$ cat src/rtl/yel_pkg.sv
package yel_pkg;
  // Strobes from the control half to the datapath half
  typedef struct packed {
    logic windowEnd;    // last frame of the current window is being taken
    logic windowValid;  // pattern was seen somewhere in the window
    logic flagClear;    // a software clear of the change flag is requested
  } yel_strb_t;

  localparam int ALARM_BIT  = 0;
  localparam int CHANGE_BIT = 1;
endpackage

$ cat src/rtl/yel_ctrl.sv
module yel_ctrl
  import yel_pkg::*;
#(
  parameter int FRAMES_PER_WINDOW = 48,
  parameter int ADDR_W            = 2,
  parameter int DATA_W            = 8,
  parameter int STATUS_ADDR       = 0
) (
  input  logic              clk,
  input  logic              rstN,
  input  logic              frameTick,
  input  logic              patternSeen,
  input  logic              clearOnRead,
  input  logic              busRd,
  input  logic              busWr,
  input  logic [ADDR_W-1:0] busAddr,
  input  logic [DATA_W-1:0] busWdata,
  output yel_strb_t         strb
);
  localparam int FW = (FRAMES_PER_WINDOW > 1) ? $clog2(FRAMES_PER_WINDOW) : 1;
  localparam logic [FW-1:0] LAST_FRAME = FW'(FRAMES_PER_WINDOW - 1);

  logic [FW-1:0] frameCnt;
  logic          seenFlag;
  logic          lastFrame;
  logic          statusHit;
  logic          unusedData;

  assign lastFrame  = frameTick && (frameCnt == LAST_FRAME);
  assign statusHit  = (busAddr == ADDR_W'(STATUS_ADDR));
  assign unusedData = ^busWdata;

  always_ff @(posedge clk) begin
    if (!rstN) begin
      frameCnt <= '0;
      seenFlag <= 1'b0;
    end else if (frameTick) begin
      if (lastFrame) begin
        frameCnt <= '0;
        seenFlag <= 1'b0;
      end else begin
        frameCnt <= frameCnt + 1'b1;
        seenFlag <= seenFlag | patternSeen;
      end
    end
  end

  always_comb begin
    strb.windowEnd   = lastFrame;
    strb.windowValid = seenFlag | patternSeen;
    strb.flagClear   = statusHit &&
                       ((busRd && clearOnRead) || (busWr && busWdata[CHANGE_BIT]));
  end

  // window timer never passes the last frame
  a_r1_timer_range: assert property (@(posedge clk) disable iff (!rstN)
    frameCnt <= LAST_FRAME);

  // without a frame strobe the timer holds
  a_r1_timer_hold: assert property (@(posedge clk) disable iff (!rstN)
    !frameTick |=> $stable(frameCnt));
endmodule

$ cat src/rtl/yel_dp.sv
module yel_dp
  import yel_pkg::*;
#(
  parameter int DECLARE_LEVEL = 80,
  parameter int ADDR_W        = 2,
  parameter int DATA_W        = 8,
  parameter int STATUS_ADDR   = 0
) (
  input  logic              clk,
  input  logic              rstN,
  input  yel_strb_t         strb,
  input  logic              srcIntEn,
  input  logic              blkIntEn,
  input  logic [ADDR_W-1:0] busAddr,
  output logic [DATA_W-1:0] busRdata,
  output logic              alarmState,
  output logic              stateChange,
  output logic              irqOut
);
  localparam int CW = $clog2(DECLARE_LEVEL + 1);
  localparam logic [CW-1:0] TOP_LEVEL = CW'(DECLARE_LEVEL);

  logic [CW-1:0] integCnt;
  logic [CW-1:0] integNext;
  logic          alarmNext;
  logic          changeNow;
  logic          changeFlag;

  // Up/down integration with saturation
  always_comb begin
    integNext = integCnt;
    if (strb.windowEnd) begin
      if (strb.windowValid && (integCnt != TOP_LEVEL))
        integNext = integCnt + 1'b1;
      else if (!strb.windowValid && (integCnt != '0))
        integNext = integCnt - 1'b1;
    end
  end

  // Hysteresis: declare at the top, remove at zero, hold between
  always_comb begin
    alarmNext = alarmState;
    if (integNext == TOP_LEVEL)
      alarmNext = 1'b1;
    else if (integNext == '0)
      alarmNext = 1'b0;
  end

  assign changeNow = (alarmNext != alarmState);

  always_ff @(posedge clk) begin
    if (!rstN) begin
      integCnt   <= '0;
      alarmState <= 1'b0;
      changeFlag <= 1'b0;
    end else begin
      integCnt   <= integNext;
      alarmState <= alarmNext;
      if (changeNow)
        changeFlag <= 1'b1;
      else if (strb.flagClear)
        changeFlag <= 1'b0;
    end
  end

  assign stateChange = changeFlag;
  assign irqOut      = changeFlag & srcIntEn & blkIntEn;

  always_comb begin
    busRdata = '0;
    if (busAddr == ADDR_W'(STATUS_ADDR)) begin
      busRdata[ALARM_BIT]  = alarmState;
      busRdata[CHANGE_BIT] = changeFlag;
    end
  end

  // counter stays inside its limits
  a_r2_cnt_bound: assert property (@(posedge clk) disable iff (!rstN)
    integCnt <= TOP_LEVEL);

  // counter moves only at a window end
  a_r2_cnt_hold: assert property (@(posedge clk) disable iff (!rstN)
    !strb.windowEnd |=> $stable(integCnt));

  // alarm rises only at the top level
  a_r3_rise_top: assert property (@(posedge clk) disable iff (!rstN)
    $rose(alarmState) |-> (integCnt == TOP_LEVEL));

  // alarm falls only at zero
  a_r3_fall_zero: assert property (@(posedge clk) disable iff (!rstN)
    $fell(alarmState) |-> (integCnt == '0));

  // any state change leaves the flag set
  a_r5_flag_on_change: assert property (@(posedge clk) disable iff (!rstN)
    ($rose(alarmState) || $fell(alarmState)) |-> stateChange);

  // a clear with no concurrent change drops the flag
  a_r8_clear_drops: assert property (@(posedge clk) disable iff (!rstN)
    (strb.flagClear && !changeNow) |=> !stateChange);
endmodule

$ cat src/rtl/yel_alarm_integrator.sv
module yel_alarm_integrator
  import yel_pkg::*;
#(
  parameter int FRAMES_PER_WINDOW = 48,
  parameter int DECLARE_LEVEL     = 80,
  parameter int ADDR_W            = 2,
  parameter int DATA_W            = 8,
  parameter int STATUS_ADDR       = 0
) (
  input  logic              clk,
  input  logic              rstN,
  input  logic              frameTick,
  input  logic              patternSeen,
  input  logic              srcIntEn,
  input  logic              blkIntEn,
  input  logic              clearOnRead,
  input  logic              busRd,
  input  logic              busWr,
  input  logic [ADDR_W-1:0] busAddr,
  input  logic [DATA_W-1:0] busWdata,
  output logic [DATA_W-1:0] busRdata,
  output logic              alarmState,
  output logic              stateChange,
  output logic              irqOut
);
  yel_strb_t strb;

  yel_ctrl #(
    .FRAMES_PER_WINDOW(FRAMES_PER_WINDOW),
    .ADDR_W(ADDR_W),
    .DATA_W(DATA_W),
    .STATUS_ADDR(STATUS_ADDR)
  ) uCtrl (
    .clk(clk),
    .rstN(rstN),
    .frameTick(frameTick),
    .patternSeen(patternSeen),
    .clearOnRead(clearOnRead),
    .busRd(busRd),
    .busWr(busWr),
    .busAddr(busAddr),
    .busWdata(busWdata),
    .strb(strb)
  );

  yel_dp #(
    .DECLARE_LEVEL(DECLARE_LEVEL),
    .ADDR_W(ADDR_W),
    .DATA_W(DATA_W),
    .STATUS_ADDR(STATUS_ADDR)
  ) uDp (
    .clk(clk),
    .rstN(rstN),
    .strb(strb),
    .srcIntEn(srcIntEn),
    .blkIntEn(blkIntEn),
    .busAddr(busAddr),
    .busRdata(busRdata),
    .alarmState(alarmState),
    .stateChange(stateChange),
    .irqOut(irqOut)
  );
endmodule

$ cat config.mk
export PLATFORM = sky130hd
export DESIGN_NAME = yel_alarm_integrator
export DESIGN_NICKNAME = d
export VERILOG_FILES = /design/src/rtl/yel_pkg.sv /design/src/rtl/yel_ctrl.sv /design/src/rtl/yel_dp.sv /design/src/rtl/yel_alarm_integrator.sv
export SDC_FILE = /design/constraint.sdc
export NUM_CORES = 1
export LEC_CHECK = 0
export CAP_MARGIN = 5
export CORE_MARGIN = 2
export CORE_UTILIZATION = 48
export DETAILED_ROUTE_END_ITERATION = 10
export PLACE_DENSITY = 0.76
export SYNTH_ARGS = -nofsm -noshare
export SYNTH_HDL_FRONTEND = slang
export SYNTH_SLANG_ARGS = --single-unit
$ cat constraint.sdc
create_clock -name clk -period 3.6 [get_ports clk]
set_clock_uncertainty 0.1 [all_clocks]
set_input_delay 0.9 -clock clk [delete_from_list [all_inputs] [get_ports clk]]
set_output_delay 0.9 -clock clk [all_outputs]
set_load 0.005 [all_outputs]
=== After elaboration in Yosys (flattened, before gate mapping) ===
Cells that the tools add are included.

* Output and inout bits: 11
* Register bits: 16
* Bits of input ports: 19

* Muxes and demuxes: 10
* Equality and inequality tests: 4
* Bitwise gates (word level): 3
* Add/subtract/negate cells: 3
* Reductions and logical operators: 12

{| class="wikitable"
|+ Operators with widths
! kind !! count
|-
| 7-bit 2-to-1 mux || 3
|-
| 7-bit by 1-bit adder with 7-bit output, second input constant || 1
|-
| 7-bit equality test, second input constant || 1
|-
| 7-bit zero test || 1
|-
| 7-bit != test, second input constant || 1
|-
| 7-bit nonzero test || 1
|-
| 7-bit by 1-bit subtractor with 7-bit output, second input constant || 1
|-
| 6-bit by 1-bit adder with 6-bit output, second input constant || 1
|-
| 6-bit equality test, second input constant || 1
|-
| 1-bit logical AND || 6
|-
| 6-bit 2-to-1 mux || 1
|-
| 1-bit 2-to-1 mux || 5
|-
| 1-bit AND || 2
|-
| 2-bit zero test || 1
|-
| 2-bit 2-to-1 mux || 1
|-
| 2-bit nonzero test || 1
|-
| 1-bit zero test || 1
|-
| 1-bit logical OR || 1
|-
| 1-bit != test || 1
|-
| 1-bit OR || 1
|}

=== Depth between registers and ports, before layout ===
Gate-level depths: netlist of run 1.

* Depth in word-level cells: 11
* Gate-level depth with buffers: 10

=== By module ===
From an unflattened synthesis of run 1, not the netlist that was laid out.

* Cell total of the unflattened synthesis: 156
* Area total of the unflattened synthesis: 1281.2 um^2

{| class="wikitable"
|+ By module, submodules not included
! module !! sequential area each (um^2) !! cells each !! area each (um^2) !! instances
|-
| yel_dp || 180.2 || 117 || 932.1 || 1
|-
| yel_ctrl || 140.1 || 39 || 349.1 || 1
|}

=== Worst setup path before layout of run 1 ===
No wires, ideal clock.

* Path kind: input port to flip-flop
* Start: in patternSeen
* End: reg uDp.changeFlag, in the netlist uDp.stateChange
* Slack: 0.724 ns
* Cell stages on the path: 7
* Arrival: 2.706 ns
* Buffers on the path: 0
* Library setup time: 0.070 ns
* Cell sequence: or4_4 a211o_1 a211oi_2 xnor2_1 or3_1 a21o_1 a21oi_1

* Cells in the longest elaborated chain, start to end: 11
* Elaborated cells on any way between the ends: 14
* Classes of those cells: eq/ne (2); mux (6); bitwise (1); reduce/logical (5)

{| class="wikitable"
|+ RTL lines
! what !! RTL line !! RTL
|-
| from (decl) || yel_alarm_integrator.sv:13 || <nowiki>input logic patternSeen,</nowiki>
|-
| 1-bit OR (*) || yel_ctrl.sv:50 || <nowiki>strb.windowValid = seenFlag | patternSeen;</nowiki>
|-
| 1-bit zero test || yel_dp.sv:35 || <nowiki>else if (!strb.windowValid && (integCnt != '0))</nowiki>
|-
| 1-bit logical AND || yel_dp.sv:35 ||
|-
| 7-bit 2-to-1 mux || yel_dp.sv:35 ||
|-
| 7-bit 2-to-1 mux (*) || yel_dp.sv:33 || <nowiki>if (strb.windowValid && (integCnt != TOP_LEVEL))</nowiki>
|-
| 7-bit 2-to-1 mux (*) || yel_dp.sv:32 || <nowiki>if (strb.windowEnd) begin</nowiki>
|-
| 7-bit zero test || yel_dp.sv:45 || <nowiki>else if (integNext == '0)</nowiki>
|-
| 1-bit 2-to-1 mux || yel_dp.sv:45 ||
|-
| 1-bit 2-to-1 mux (*) || yel_dp.sv:43 || <nowiki>if (integNext == TOP_LEVEL)</nowiki>
|-
| 1-bit != test (*) || yel_dp.sv:49 || <nowiki>assign changeNow = (alarmNext != alarmState);</nowiki>
|-
| 1-bit 2-to-1 mux / 2-bit nonzero test (equally long branches) || n/a ||
|-
| to (signal assigned) || yel_dp.sv:55 || <nowiki>changeFlag <= 1'b0;</nowiki>
|-
| to (signal assigned) || yel_dp.sv:60 || <nowiki>changeFlag <= 1'b1;</nowiki>
|-
| to (signal assigned) || yel_dp.sv:62 || <nowiki>changeFlag <= 1'b0;</nowiki>
|-
| to (decl) || yel_dp.sv:27 || <nowiki>logic changeFlag;</nowiki>
|}

Mark *: on every way between the ends. The rest lies on a longest branch, timed or not.
A chain may end at the register's enable or synchronous reset.

=== Worst setup path after layout of run 1 ===
* Start: in patternSeen
* End: reg uDp.alarmState

* Cells in the longest elaborated chain, start to end: 9
* Elaborated cells on any way between the ends: 11
* Classes of those cells: eq/ne (1); mux (5); bitwise (1); reduce/logical (4)

{| class="wikitable"
|+ RTL lines
! what !! RTL line !! RTL
|-
| 1-bit OR (*) || yel_ctrl.sv:50 ||
|-
| 1-bit zero test || yel_dp.sv:35 ||
|-
| 1-bit logical AND || yel_dp.sv:35 ||
|-
| 7-bit 2-to-1 mux || yel_dp.sv:35 ||
|-
| 7-bit 2-to-1 mux (*) || yel_dp.sv:33 ||
|-
| 7-bit 2-to-1 mux (*) || yel_dp.sv:32 ||
|-
| 7-bit zero test || yel_dp.sv:45 ||
|-
| 1-bit 2-to-1 mux || yel_dp.sv:45 ||
|-
| 1-bit 2-to-1 mux (*) || yel_dp.sv:43 ||
|-
| to (signal assigned) || yel_dp.sv:58 || <nowiki>alarmState <= alarmNext;</nowiki>
|-
| to (decl) || yel_dp.sv:16 || <nowiki>output logic alarmState,</nowiki>
|}

Marked as above.

==> impl_metrics.json, run 1 <==
{
  "yosysWarnings": 0,
  "regArea_um2": 320,
  "required_ns": 3.74,
  "synth-xor-area-share_pct": 7.71,
  "yosysSeqAreaShare_pct": 28.2,
  "synth_flop_cell": "dfxtp_1",
  "antenna_cells": 0,
  "holdBufCountCts": 0,
  "slowest_delay_ns": 0.44,
  "start_util_pct": 50.9,
  "synthMuxAreaShare_pct": 0.881,
  "final_common_cell": "nor2_1",
  "drt-pass1-iter-count": 4,
  "grt_usage_pct": 19.3,
  "grt_max_degree": 13,
  "grt_pass1_wl_um": 3860,
  "crit_chain": "clkdlybuf4s50_1, buf_4, or2_2, o211a_1, or3_1, a221oi_2, o211ai_2, nor4_2, a311o_1",
  "grt_overflow": 0,
  "final_max_slew_viol_count": 0,
  "area_delta_synth_final_pct": 15.4,
  "drt_wl_total_um": 2420,
  "cts_setup_buffers": 0,
  "nFillCells": 212,
  "power.static_leakage_nw": 0.499,
  "synth_edf_count": 0,
  "post_drt_wl_per_cell_um": 13.5,
  "gp_congestion": 0.819,
  "pin_count": 30,
  "synth_simple_gate_area_share_pct": 25.6,
  "nNetsFinal": 175,
  "holdPathStages": 2,
  "worst_slew_pin_slew_ns": 0.601,
  "root_buffer": "clkbuf_4",
  "syn_area_mm2": 0.00114,
  "async_reset_ff_share_pct": 0,
  "die_h_um": 52.7,
  "hold_violations": 0,
  "status": "finished clean",
  "dp_cells": 175,
  "setup.worst_path.start_class": "primary input",
  "dieArea_mm2": 0.00277,
  "port-buffer-count": 16,
  "tns_ns": 0,
  "antenna_found_initial": 0,
  "pwr-share-clk_pct": 34.5,
  "synthCells": 136,
  "synth_compound_area_share_pct": 22.0,
  "fin_crit_sh_pct": 86.8,
  "r2r-end": "uDp.alarmState",
  "critPathLaunch": "patternSeen",
  "ant_nets": 0,
  "htreeDepth": 1,
  "synth_cell_types": 49,
  "critPathSlowestCell": "clkdlybuf4s50_1",
  "ir_worst_vdd_v": 0.000322,
  "post_cts_resized": 0,
  "multiInputGateArea_um2": 711,
  "hp-class": "reg2reg",
  "synth_top_family_by_area": "simple AND/OR/NAND/NOR gates",
  "die_w_um": 52.7,
  "most-common-layout-cells": "nor2_1, clkdlybuf4s50_1, dfxtp_1",
  "cts.reportedPaths.clkPinSlew_ns": 0.09,
  "num_vias": 1038,
  "drive_above_1_share_pct": 11.9,
  "place_ws_ns": 0.192,
  "dr.first_iter.drc_count": 24,
  "min_period_ns": 3.12,
  "max-slew-margin-rel_pct": 59.4,
  "critical_path.max_fanout": 7,
  "synth_fa_ha_area_share_pct": 4.41,
  "worstSetupPathType": "in2reg",
  "setup_viol_count_final": 0,
  "syn_avg_cell_area_um2": 8.35,
  "ys_ff_latch": 16,
  "drc": 0,
  "cp.arrival_ns": 3.26,
  "dp.final_hpwl_um": 1920,
  "cts_buffers": 3,
  "p_total_mw": 0.340,
  "max_freq_ghz": 0.320,
  "swShare_pct": 22.8,
  "rows": 17,
  "holdPathEnd": "uDp.stateChange",
  "clk_path_buf_depth": 2,
  "clk_latency_ns": 0.29,
  "hold_start": "uDp.stateChange",
  "drv_cap": 0,
  "pwr-share-comb_pct": 11.9,
  "r2r_cells": 9,
  "critPathCaptureType": "flop",
  "fin_cells": 179,
  "p_int_mw": 0.263,
  "reg2reg_from": "uDp.integCnt[0]",
  "crit_buf_inv": 2,
  "switchingPower_mw": 0.0778,
  "avgViaCountPerCell": 5.80,
  "crit_family": "simple AND/OR/NAND/NOR gates",
  "clock-sinks": 16,
  "power_frac_seq_pct": 53.6,
  "cts_tree": "yes",
  "rsz0062_at_grt": "no",
  "core_mm2": 0.00223,
  "p_per_area_mw_per_mm2": 260,
  "rrSetupSlack_ns": 0.74,
  "fin_ws_ns": 0.476,
  "grt_pass1_vias": 930
}
cell usage after synthesis, types with 2 or more instances:
library cell  instances  area (um^2)
xor2_1                5         43.8
o21ai_0               4         20.0
a21o_1                2         15.0
ha_1                  4         50.1
nor4_1                2         12.5
nor3b_1               3         22.5
buf_4                 7         52.6
nand3_1               5         25.0
nor3_1                2         10.0
nand4_1               3         18.8
xnor2_1               5         43.8
o22ai_1               2         12.5
or3_1                 3         18.8
a21oi_1               6         30.0
a211o_1               2         17.5
clkbuf_1              2         7.51
buf_6                 2         22.5
dfxtp_1              16          320
nor4b_1               2         17.5
a22oi_1               2         15.0
o211a_1               2         20.0
inv_1                 5         18.8
nand2_1               8         30.0
nor2_1               17         63.8
through the flow:
step / utilization [%] / hold slack [ns] / area, um^2
after floorplan: - / 0.362 / 1150
after global placement: 57.1 / 0.372 / 1270
after CTS: 58.7 / 0.411 / 1310
after detailed placement: 57.1 / 0.397 / 1270
after global routing: 58.7 / 0.425 / 1310
final: 58.7 / 0.404 / 1310
cells by family (layout without fill, tap and decap cells):
logic type | count (synthesis) | in the layout
and+or+nand+nor | 53 | 53
AOI/OAI and AO/OA | 32 | 32
buffers and inverters | 19 | 29
DFF | 16 | 16
xor gates and xnor gates | 10 | 10
adders and majority gates | 4 | 4
other | 1 | 6
muxes | 1 | 1
worst max path at each step:
| stage | to | slack [ns] | cells past startpoint |
|---|---|---|---|
| 2_1_floorplan | uDp.stateChange | 0.72 | 7 |
| 3_3_place_gp | uDp.alarmState | 0.22 | 8 |
| 3_5_place_dp | uDp.alarmState | 0.19 | 8 |
| 4_1_cts | busRdata[0] | 0.50 | 3 |
| 5_1_grt | uDp.alarmState | 0.35 | 9 |
| 6_report | uDp.alarmState | 0.48 | 9 |
area by class of cell:
cell class / count / area share, %
repair buffers: 20 / 14.5
well taps: 28 / 2.67
flip-flops and latches: 16 / 24.4
clock buffers: 4 / 2.77
inverters: 5 / 1.43
multi-input cells: 106 / 54.2
per-layer routing:
layer  GRT usage [%]  up-vias  part of all wire (%)
li1                -      512                     -
met1            21.0      488                    42
met2            34.2       29                    52
met3            6.29        9                   4.9
met4            7.26        0                   1.5
met5               0        -                     0
state kept, by name (all words and copies together), names as in the netlist:
register         count
uDp.stateChange      1
uDp.integCnt         7
uDp.alarmState       1
uCtrl.seenFlag       1
uCtrl.frameCnt       6
power groups by stage:
stage | logic (mW) | clock network [mW] | registers (mW)
after global routing | 0.0450 | 0.128 | 0.183
after detailed placement | 0.0401 | 0 | 0.187
final | 0.0404 | 0.117 | 0.183
after floorplan | 0.0264 | 0 | 0.186
after global placement | 0.0389 | 0 | 0.187
after CTS | 0.0401 | 0.122 | 0.183
worst min-delay path, cell delays in order (launching register included):
cell and delay [ns]:
dfxtp_1 0.34, o31ai_1 0.07, a21oi_1 0.06
Note: power is estimated with default switching activity, not from simulation.
==> run 2: changes to the inputs <==
--- a/config.mk
+++ b/config.mk
@@ -7,9 +7,10 @@
 export LEC_CHECK = 0
 export CAP_MARGIN = 5
 export CORE_MARGIN = 2
-export CORE_UTILIZATION = 48
+export CORE_UTILIZATION = 51
+export CTS_CLUSTER_SIZE = 40
 export DETAILED_ROUTE_END_ITERATION = 10
-export PLACE_DENSITY = 0.76
+export PLACE_DENSITY = 0.8
 export SYNTH_ARGS = -nofsm -noshare
 export SYNTH_HDL_FRONTEND = slang
 export SYNTH_SLANG_ARGS = --single-unit
==> constraint.sdc (replaced) <==
create_clock -name clk -period 3.9 [get_ports clk]
set_clock_uncertainty 0.1 [all_clocks]
set_input_delay 0.975 -clock clk [delete_from_list [all_inputs] [get_ports clk]]
set_output_delay 0.975 -clock clk [all_outputs]
set_load 0.005 [all_outputs]
==> impl_metrics.json, run 2 (synthesis results as in run 1) <==
{
  "max-slew-margin-rel_pct": 60.0,
  "required_ns": 4.01,
  "holdBufCountCts": 0,
  "most-common-layout-cells": "nor2_1, clkdlybuf4s50_1, dfxtp_1",
  "tns_ns": 0,
  "rows": 17,
  "ir_worst_vdd_v": 0.000178,
  "final_max_slew_viol_count": 0,
  "dp.final_hpwl_um": 1920,
  "hold_violations": 0,
  "grt_pass1_vias": 942,
  "slowest_delay_ns": 0.61,
  "max_freq_ghz": 0.301,
  "dr.first_iter.drc_count": 16,
  "crit_chain": "clkdlybuf4s50_1, nand4_1, or3b_2, a211oi_2, xnor2_1, or3_1, a21o_1, a21oi_1",
  "pin_count": 30,
  "drive_above_1_share_pct": 10.1,
  "core_mm2": 0.00215,
  "cts_setup_buffers": 0,
  "p_per_area_mw_per_mm2": 223,
  "cts.reportedPaths.clkPinSlew_ns": 0.08,
  "clk_path_buf_depth": 2,
  "clock-sinks": 16,
  "antenna_cells": 0,
  "start_util_pct": 52.9,
  "status": "finished clean",
  "critical_path.max_fanout": 7,
  "root_buffer": "clkbuf_4",
  "drt-pass1-iter-count": 4,
  "avgViaCountPerCell": 5.91,
  "critPathSlowestCell": "clkdlybuf4s50_1",
  "grt_pass1_wl_um": 4170,
  "drc": 0,
  "drt_wl_total_um": 2500,
  "regMostFlops": "uDp.integCnt",
  "post_drt_wl_per_cell_um": 14.2,
  "reg.largest.list": "uDp.integCnt x7, uCtrl.frameCnt x6",
  "dieArea_mm2": 0.00262,
  "largest_reg_flops": 7,
  "cts_tree": "yes",
  "ant_nets": 0,
  "grt_overflow": 0,
  "grt_max_degree": 13,
  "cp.arrival_ns": 3.43,
  "antenna_found_initial": 0,
  "hp-class": "reg2reg",
  "setup_viol_count_final": 0,
  "die_w_um": 51.2,
  "worstSetupPathType": "in2reg",
  "worst_slew_pin_slew_ns": 0.592,
  "fin_crit_sh_pct": 85.1,
  "min_period_ns": 3.32,
  "critPathCaptureType": "flop",
  "num_vias": 1040,
  "area_delta_synth_final_pct": 12.9,
  "port-buffer-count": 16,
  "post_cts_resized": 0,
  "rsz0062_at_grt": "no",
  "drv_cap": 0,
  "clk_latency_ns": 0.28,
  "power.static_leakage_nw": 0.483,
  "htreeDepth": 1,
  "holdWs_ns": 0.398,
  "gp_congestion": 0.844,
  "nNetsFinal": 173,
  "grt_usage_pct": 21.0,
  "setup.worst_path.start_class": "primary input",
  "final_common_cell": "nor2_1",
  "die_h_um": 51.2,
  "cts_buffers": 3
}
-- run 2: worst max-delay path, delay by kind of cell --
kind                      cells  cell delay (ns)
xor gates and xnor gates      1             0.18
AOI/OAI and AO/OA             3             0.50
and+or+nand+nor               3             1.17
buffers and inverters         1             0.61
-- run 2: per-stage QoR --
| stage | std cells | worst slack (ns) | utilization (%) | cell area (um^2) | power (mW) |
|---|---|---|---|---|---|
| 2_1_floorplan | 141 | 0.949 | - | 1150 | 0.196 |
| 3_3_place_gp | 173 | 0.352 | 58.6 | 1260 | 0.207 |
| 3_5_place_dp | 173 | 0.325 | 58.6 | 1260 | 0.209 |
| 4_1_cts | 176 | 0.609 | 59.7 | 1280 | 0.289 |
| 5_1_grt | 176 | 0.430 | 59.7 | 1280 | 0.299 |
| 6_report | 176 | 0.581 | 59.7 | 1280 | 0.286 |
-- run 2: cell type report --
class / count / area, um^2
fill: 202 / 866
inverter: 5 / 18.8
clock buffer: 3 / 22.5
timing repair buffer: 18 / 175
tap: 28 / 35.0
sequential: 16 / 320
multi-input combinational: 106 / 711
-- run 2: path summary, 6_finish.rpt --
path / start / end / slack (ns) / depth (start not counted)
max: frameTick / uDp.stateChange / 0.58 / 8
min: uCtrl.frameCnt[1] / uCtrl.frameCnt[1] / 0.40 / 2
max reg2reg: uDp.integCnt[0] / uDp.alarmState / 0.97 / 9
min reg2reg: uCtrl.frameCnt[1] / uCtrl.frameCnt[1] / 0.40 / 2
-- run 2: per-layer routing --
metal	part of all wire, %	GRT usage [%]	wire [um]	up-vias
li1	-	-	-	508
met1	45	26.9	1120	503
met2	50	34.0	1260	23
met3	2.9	2.92	73	6
met4	2.0	10.8	51	0
met5	0	0	0	-
-- run 2: where the power goes --
| group | internal, mW | switching [mW] | leakage, nW |
|---|---|---|---|
| logic | 0.0192 | 0.0177 | 0.340 |
| registers | 0.166 | 0.00281 | 0.129 |
| clock network | 0.0358 | 0.0449 | 0.0138 |
| total | 0.221 | 0.0653 | 0.483 |
